### src/rtl/spg_pkg.sv
package spg_pkg;

    typedef enum logic [1:0] {
        ST_IDLE = 2'd0,
        ST_RUN  = 2'd1,
        ST_DONE = 2'd2,
        ST_HOLD = 2'd3
    } spg_state_e;

endpackage

### src/rtl/spg_prescaler.sv
module spg_prescaler #(
    parameter int RATIO_W = 32
) (
    input  logic               clk_i,
    input  logic               rst_ni,
    input  logic               run_i,
    input  logic [RATIO_W-1:0] ratio_i,
    output logic               tick_o
);

    logic [RATIO_W-1:0] cnt_q;
    logic               wrap;

    assign wrap   = (cnt_q == ratio_i);
    assign tick_o = run_i && wrap;

    always_ff @(posedge clk_i or negedge rst_ni) begin
        if (!rst_ni) begin
            cnt_q <= '0;
        end else if (!run_i || wrap) begin
            cnt_q <= '0;
        end else begin
            cnt_q <= cnt_q + 1'b1;
        end
    end


    cnt_in_range_chk: assert property (@(posedge clk_i) disable iff (!rst_ni)
        run_i |-> (cnt_q <= ratio_i));

endmodule

### src/rtl/spg_seq_counter.sv
module spg_seq_counter #(
    parameter int LEN_W  = 6,
    parameter int REPS_W = 10
) (
    input  logic              clk_i,
    input  logic              rst_ni,
    input  logic              clr_i,
    input  logic              step_i,
    input  logic [LEN_W-1:0]  len_i,
    input  logic [REPS_W-1:0] reps_i,
    output logic [LEN_W-1:0]  bit_o,
    output logic              last_o
);

    logic [LEN_W-1:0]  bit_q;
    logic [REPS_W-1:0] pass_q;
    logic              pass_end;

    assign pass_end = (bit_q == len_i);
    assign last_o   = pass_end && (pass_q == reps_i);
    assign bit_o    = bit_q;

    always_ff @(posedge clk_i or negedge rst_ni) begin
        if (!rst_ni) begin
            bit_q  <= '0;
            pass_q <= '0;
        end else if (clr_i) begin
            bit_q  <= '0;
            pass_q <= '0;
        end else if (step_i) begin
            if (pass_end) begin
                bit_q  <= '0;
                pass_q <= pass_q + 1'b1;
            end else begin
                bit_q  <= bit_q + 1'b1;
            end
        end
    end


    bit_within_len_chk: assert property (@(posedge clk_i) disable iff (!rst_ni)
        !clr_i |-> (bit_q <= len_i));


    pass_within_reps_chk: assert property (@(posedge clk_i) disable iff (!rst_ni)
        !clr_i |-> (pass_q <= reps_i));

endmodule

### src/rtl/serial_pattern_channel.sv
module serial_pattern_channel
    import spg_pkg::*;
#(
    parameter int RATIO_W = 32,
    parameter int LEN_W   = 6,
    parameter int REPS_W  = 10,
    localparam int SEED_W = 1 << LEN_W
) (
    input  logic               clk_i,
    input  logic               rst_ni,
    input  logic               enable_i,
    input  logic               polarity_i,
    input  logic [RATIO_W-1:0] ratio_i,
    input  logic [SEED_W-1:0]  seed_i,
    input  logic [LEN_W-1:0]   len_i,
    input  logic [REPS_W-1:0]  reps_i,
    output logic               pdata_o,
    output logic               pclk_o,
    output logic               done_o
);

    spg_state_e         state_q, state_d;
    logic               pol_q;
    logic [RATIO_W-1:0] ratio_q;
    logic [SEED_W-1:0]  seed_q;
    logic [LEN_W-1:0]   len_q;
    logic [REPS_W-1:0]  reps_q;
    logic               phase_q;
    logic               running;
    logic               tick;
    logic               step;
    logic               last;
    logic [LEN_W-1:0]   bit_idx;

    assign running = (state_q == ST_RUN);
    assign step    = tick && phase_q;

    spg_prescaler #(
        .RATIO_W (RATIO_W)
    ) i_prescaler (
        .clk_i   (clk_i),
        .rst_ni  (rst_ni),
        .run_i   (running),
        .ratio_i (ratio_q),
        .tick_o  (tick)
    );

    spg_seq_counter #(
        .LEN_W  (LEN_W),
        .REPS_W (REPS_W)
    ) i_seq_counter (
        .clk_i  (clk_i),
        .rst_ni (rst_ni),
        .clr_i  (!running),
        .step_i (step),
        .len_i  (len_q),
        .reps_i (reps_q),
        .bit_o  (bit_idx),
        .last_o (last)
    );

    // Next-state logic: start, finish, settle, abort, release
    always_comb begin
        state_d = state_q;
        unique case (state_q)
            ST_IDLE: if (enable_i)     state_d = ST_RUN;
            ST_RUN:  if (!enable_i)    state_d = ST_IDLE;
                     else if (step && last) state_d = ST_DONE;
            ST_DONE: state_d = enable_i ? ST_HOLD : ST_IDLE;
            ST_HOLD: if (!enable_i)    state_d = ST_IDLE;
        endcase
    end

    // State register, configuration capture and clock phase
    always_ff @(posedge clk_i or negedge rst_ni) begin
        if (!rst_ni) begin
            state_q <= ST_IDLE;
            pol_q   <= 1'b0;
            ratio_q <= '0;
            seed_q  <= '0;
            len_q   <= '0;
            reps_q  <= '0;
            phase_q <= 1'b0;
        end else begin
            state_q <= state_d;
            if (state_q == ST_IDLE && enable_i) begin
                pol_q   <= polarity_i;
                ratio_q <= ratio_i;
                seed_q  <= seed_i;
                len_q   <= len_i;
                reps_q  <= reps_i;
            end
            if (!running) begin
                phase_q <= 1'b0;
            end else if (tick) begin
                phase_q <= ~phase_q;
            end
        end
    end

    // Output decode
    always_comb begin
        pdata_o = 1'b0;
        pclk_o  = pol_q;
        done_o  = 1'b0;
        unique case (state_q)
            ST_IDLE: pclk_o = polarity_i;
            ST_RUN: begin
                pclk_o  = pol_q ^ phase_q;
                pdata_o = seed_q[bit_idx];
            end
            ST_DONE: done_o = 1'b1;
            ST_HOLD: ;
        endcase
    end


    done_single_chk: assert property (@(posedge clk_i) disable iff (!rst_ni)
        done_o |=> !done_o);


    done_after_run_chk: assert property (@(posedge clk_i) disable iff (!rst_ni)
        $rose(done_o) |-> $past(state_q == ST_RUN));


    abort_idle_chk: assert property (@(posedge clk_i) disable iff (!rst_ni)
        !enable_i |=> (!pdata_o && !done_o));


    cfg_frozen_chk: assert property (@(posedge clk_i) disable iff (!rst_ni)
        (state_q != ST_IDLE && $past(state_q != ST_IDLE)) |->
            ($stable(seed_q) && $stable(ratio_q) && $stable(len_q)
             && $stable(reps_q) && $stable(pol_q)));


    data_on_idle_edge_chk: assert property (@(posedge clk_i) disable iff (!rst_ni)
        (running && $past(running) && !$stable(bit_idx)) |-> (pclk_o == pol_q));

endmodule

### config.mk
export PLATFORM = sky130hd
export DESIGN_NAME = serial_pattern_channel
export DESIGN_NICKNAME = d
export VERILOG_FILES = /design/src/rtl/spg_pkg.sv /design/src/rtl/spg_prescaler.sv /design/src/rtl/spg_seq_counter.sv /design/src/rtl/serial_pattern_channel.sv
export SDC_FILE = /design/constraint.sdc
export NUM_CORES = 1
export LEC_CHECK = 0
export ABC_AREA = 1
export BUFFER_PORTS_ARGS = -buffer_cell sky130_fd_sc_hd__buf_2
export CAP_MARGIN = 10
export CORE_MARGIN = 3
export CORE_UTILIZATION = 58
export DETAILED_ROUTE_END_ITERATION = 10
export GPL_TIMING_DRIVEN = 0
export MAX_ROUTING_LAYER = met4
export PLACE_DENSITY = 0.8
export SKIP_CTS_REPAIR_TIMING = 1
export SYNTH_ARGS = -nofsm -noshare
export SYNTH_HDL_FRONTEND = slang
export SYNTH_SLANG_ARGS = --single-unit
### constraint.sdc
create_clock -name clk_i -period 2.1 [get_ports clk_i]
set_clock_uncertainty 0.1 [all_clocks]
set_input_delay 0.105 -clock clk_i [delete_from_list [all_inputs] [get_ports clk_i]]
set_output_delay 0.105 -clock clk_i [all_outputs]
set_load 0.05 [all_outputs]
* Word level (Yosys, flattened, before mapping)
Index checks and enable logic that the tools add are counted.
Operators by class: add/subtract/negate cells 3, multipliers 0, div/mod/pow operators 0, magnitude comparators 1, equal/unequal tests 12, shift-type cells 0, mux-type cells 20, bitwise operators 2, reduce and logical (&&, ||, !) cells 10
Operators with widths (number):
- $add A32 B1 Y32 const B | 1
- $eq A32 B32 Y1 | 1
- $mux W32 | 1
- $mux W10 | 3
- $mux W6 | 3
- $add A10 B1 Y10 const B | 1
- $eq A10 B10 Y1 | 1
- $mux W2 | 5
- $ne A2 B2 Y1 const B | 4
- $pmux W2 S4 | 1
- $lt A6 B7 Y1 const B | 1
- $add A6 B1 Y6 const B | 1
- $bmux W1 S6 | 1
- $eq A6 B6 Y1 | 1
- $logic_and A1 B1 Y1 | 5
- $mux W1 | 5
- $eq A2 B2 Y1 const B | 2
- $ne A3 B3 Y1 const B | 1
- $reduce_and A3 Y1 | 1
- $eq A2 B1 Y1 const B | 1
- $logic_not A2 Y1 | 1
- $ne A2 B1 Y1 const B | 1
- $pmux W1 S2 | 1
- $reduce_and A2 Y1 | 1
- other kinds (4) | 4
Word-level totals: flip-flop bits (word level) 164, latch bits 0, bits in writable memories 0, memory bits (read-only) 0, input port bits 116, output and inout bits 3, logic and storage cells 58, memories kept 0

* Longest topological paths before layout
depth after elaboration 7, depth in mapped cells 13, gate-level depth less buffers 13

* Hierarchy
A second synthesis with hierarchy kept.
Second synthesis, totals: cell total of the unflattened synthesis 936, area, all modules 8904.8 um^2
By module, submodules not included:
- serial_pattern_channel | instances 1, cells each 413, area an instance 5340.1 um^2, sequential area each 2902.8 um^2
- spg_prescaler | instances 1, cells each 327, area an instance 2313.5 um^2, sequential area each 800.8 um^2
- spg_seq_counter | instances 1, cells each 196, area an instance 1251.2 um^2, sequential area each 400.4 um^2

* Worst setup path after synthesis
OpenSTA, ideal clock, no wires.
kind register to output, from register i_seq_counter.bit_q[0], in the netlist i_seq_counter.bit_o[0], to output port pdata_o, arrival time 2.062 ns, required time 1.895 ns, path slack -0.167 ns, cell stages (with the launch flop) 10, buffers on the path 2, cell sequence dfrtp_1 -> buf_2 -> inv_2 -> clkbuf_1 -> nor2_1 -> o211ai_1 -> nand3_1 -> nand2_1 -> nand3_1 -> a21oi_1
Between the ends: cells in the longest elaborated chain, start to end 3
Ends and longest elaborated chain:
- start, declared | RTL line spg_seq_counter.sv:15 | logic [LEN_W-1:0] bit_q;
- start signal, assigned | RTL line spg_seq_counter.sv:35 | bit_q <= bit_q + 1'b1;
- $bmux W1 S6 | RTL line serial_pattern_channel.sv:110 | pdata_o = seed_q[bit_idx];
- $mux W1 (implied by the code) | RTL line serial_pattern_channel.sv:110
- $mux W1 | RTL line serial_pattern_channel.sv:106 | unique case (state_q)
- end, declared | RTL line serial_pattern_channel.sv:17 | output logic pdata_o,
No other way between the ends. The select of a mux whose other input is x is not followed.

* Worst setup path in the final report
Ends and elaborated chain as after synthesis.

==> flow_summary.toml <==
[pwr]
total_leakage_power_nw = 5.59
peakVddDrop_v = 0.000877
power.density_mw_per_mm2 = 708

[clock_network]
cts.sinks = 164
worstSkewPairLatency_ps = 450
htreeDepth = 4
cts_inserted_buffers = 17
cts_tree = "yes"
clk_path_buf_depth = 2
clk_pin_slew_worst_paths_ps = 70
clock-root-buffer = "clkbuf_16"

[synthesis]
yosysTopAreaCell = "dfrtp_1"
synth_fp_nets = 1233
ys_top_cells_by_count = "255 x nand2_1, 180 x nor2_1, 164 x dfrtp_1"
synth_edf_count = 0
yosys_warnings = 0
synth_area_leaders = "dfrtp_1 46%, nand2_1 11%, mux2_2 8.8%"
async_reset_ff_share_pct = 100
ys_ff_latch = 164
avgSynthCellArea_sq_um = 7.97
postSynthCellCount = 1114
synthFlopType = "dfrtp_1"
synth_cell_type_count = 37
synth_seq_area_share_pct = 46.2
synth_top_area_share_pct = 46.2
synth_area_sq_mm = 0.00888
yosysMostFrequentCell = "nand2_1"

[setup_path]
critPathKind = "flop to output pin"
r2r-start = "i_prescaler.cnt_q[0]$_DFF_PN0_"
cp.arrival_ps = 2390
rrSetupSlack_ps = 0
endpoint_kind = "output pin"
reg2reg_to = "i_seq_counter.bit_o[2]$_DFFE_PN0P_"
worstRegToRegCells = 12
critPathLaunchType = "flop"
cp.required_ps = 1890
path_max_fanout = 10

[die]
pin_count = 119
fp.dieW_microns = 130
initial_utilization_pct = 60.2
die_area_sq_mm = 0.0168
core_area_sq_mm = 0.0148
die-height_microns = 130
rows = 44

[grt]
grtUsageTotal_pct = 28.7
grt_pass1_wl_microns = 36600
grt_pass1_vias = 7494
grt_max_degree = 127
antenna_found_initial = 0
globalRouteOverflowTotal = 0

[final_layout]
diodes = 0
stdcell_count = 1581
layout-drive-gt1-share_pct = 24.8
fillCellCount = 909
area_growth_pct = 33.2
utilization_pct = 80.1
final_nets = 1503

[sta]
final.setup.worst_slack_ps = -492
rsz0062_at_grt = "yes"
tightest_slew_ps = 698
final-hold-violation-count = 0
period_needed_ps = 2590
setup_violations = 4
timing.fmax_mhz = 386
slew_headroom_pct = 53.5
tns_ps = -529
period_share_pct = 123
drv_slew = 0

[min_path]
hold_path_class = "input port to async pin"

[drt]
drt_iter0_markers = 977
dr_total_vias = 9023
route.detailed.drc = 0
post_drt_wl_per_cell_microns = 18.3
first_pass_iters = 7
detail-route-antenna-nets = 0
wl_microns = 28900
avgViaCountPerCell = 5.71

[flow_run]
max-cap-violations = 0

[run_status]
status = "complete, but fails checks"
violations = "setup timing"

[placed_design]
place_inst = 1417
post-dp-hpwl_microns = 16400
gp_congestion = 0.946
numPortBuffers = 118
[critical path, stage by stage (launching register included)]
cell and delay (ps):
dfrtp_1 370, buf_6 150, buf_4 210, nor2_1 80
nor2_1 170, o21ai_0 140, o211ai_1 110, nand3_1 150
nand2_1 110, nand3_2 80, a21oi_2 180, buf_6 180
[area by class of cell]
type	count	area, sq um	share of cell area, %
Buffer	39	268	2.26
Clock buffer	18	439	3.71
Clock inverter	14	140	1.19
Inverter	131	502	4.24
Multi-Input combinational cell	781	4180	35.3
Sequential cell	164	4120	34.8
Tap cell	184	230	1.95
Timing Repair Buffer	249	1950	16.5
Timing Repair inverter	1	7.51	0.0635
[cell families (layout without fill, tap and decap cells)]
family	Yosys count	count (layout)	synth area share (%)
flops	164	164	46.2
buf+inv	170	452	7.68
xor+xnor	39	39	3.85
simple gates	553	554	26.1
mux	69	69	8.75
compound gates	116	116	7.02
fa+ha+maj	3	3	0.423
[through the flow]
step | power (W) | hold WS [ps] | setup slack (ps) | instance area [sq um]
final | 0.00838 | 16.4 | -492 | 11800
after global routing | 0.00866 | 54.7 | -569 | 11800
after CTS | 0.00795 | -556 | -728 | 10300
after detailed placement | 0.00488 | -95.0 | -244 | 9740
after global placement | 0.00482 | 237 | -1700 | 9700
after floorplan | 0.00446 | -291 | 107 | 8880
[cell usage in the layout, fill, tap and decap left out, types with 7 or more instances in the layout]
| master | synthesis | routed |
|---|---|---|
| dlygate4sd3_1 | 0 | 115 |
| nand2_2 | 8 | 7 |
| nand3_1 | 49 | 45 |
| nand2_1 | 255 | 255 |
| o21ai_1 | 2 | 8 |
| nor2_1 | 180 | 173 |
| clkbuf_16 | 0 | 17 |
| mux2_2 | 69 | 69 |
| inv_2 | 30 | 30 |
| xnor2_1 | 9 | 9 |
| nor2_2 | 8 | 14 |
| nand4_1 | 12 | 12 |
| buf_2 | 19 | 125 |
| buf_4 | 1 | 14 |
| o211ai_1 | 10 | 10 |
| dfrtp_2 | 0 | 9 |
| buf_6 | 1 | 11 |
| o21ai_0 | 37 | 31 |
| inv_1 | 97 | 96 |
| nor3_1 | 26 | 26 |
| a21oi_1 | 64 | 62 |
| xor2_1 | 30 | 30 |
| dfrtp_1 | 164 | 155 |
| clkbuf_1 | 15 | 8 |
[flip-flops by register name, summed over array words and instances, names as in the netlist]
signal,count
len_q,6
ratio_q,32
i_seq_counter.bit_o,6
i_seq_counter.pass_q,10
i_prescaler.cnt_q,32
phase_q,1
state_q,2
pol_q,1
seed_q,64
reps_q,10
[routing by layer]
| metal | track usage [%] | up-vias | share of wire, % |
|---|---|---|---|
| li1 | - | 4090 | - |
| met1 | 40.4 | 4172 | 38 |
| met2 | 42.0 | 597 | 48 |
| met3 | 5.44 | 164 | 8.8 |
| met4 | 9.78 | 0 | 5.3 |
| met5 | - | - | 0 |
[power by group]
part,switching (W),internal (W)
Clock,0.00148,0.00170
Combinational,0.000789,0.000690
Sequential,0.000237,0.00348
[worst max-delay path by stage]
stage | slack [ps] | cells after the start | startpoint | endpoint
global placement | -1700 | 1 | rst_ni | i_seq_counter.pass_q[5]$_DFFE_PN0P_
finish | -490 | 11 | i_seq_counter.bit_o[0]$_DFFE_PN0P_ | pdata_o
global route | -570 | 11 | i_seq_counter.bit_o[0]$_DFFE_PN0P_ | pdata_o
floorplan | 110 | 9 | i_seq_counter.bit_o[0]$_DFFE_PN0P_ | pdata_o
detailed placement | -240 | 10 | i_seq_counter.bit_o[0]$_DFFE_PN0P_ | pdata_o
CTS | -730 | 9 | i_seq_counter.bit_o[1]$_DFFE_PN0P_ | pdata_o
(Power assumes the default switching activity.)
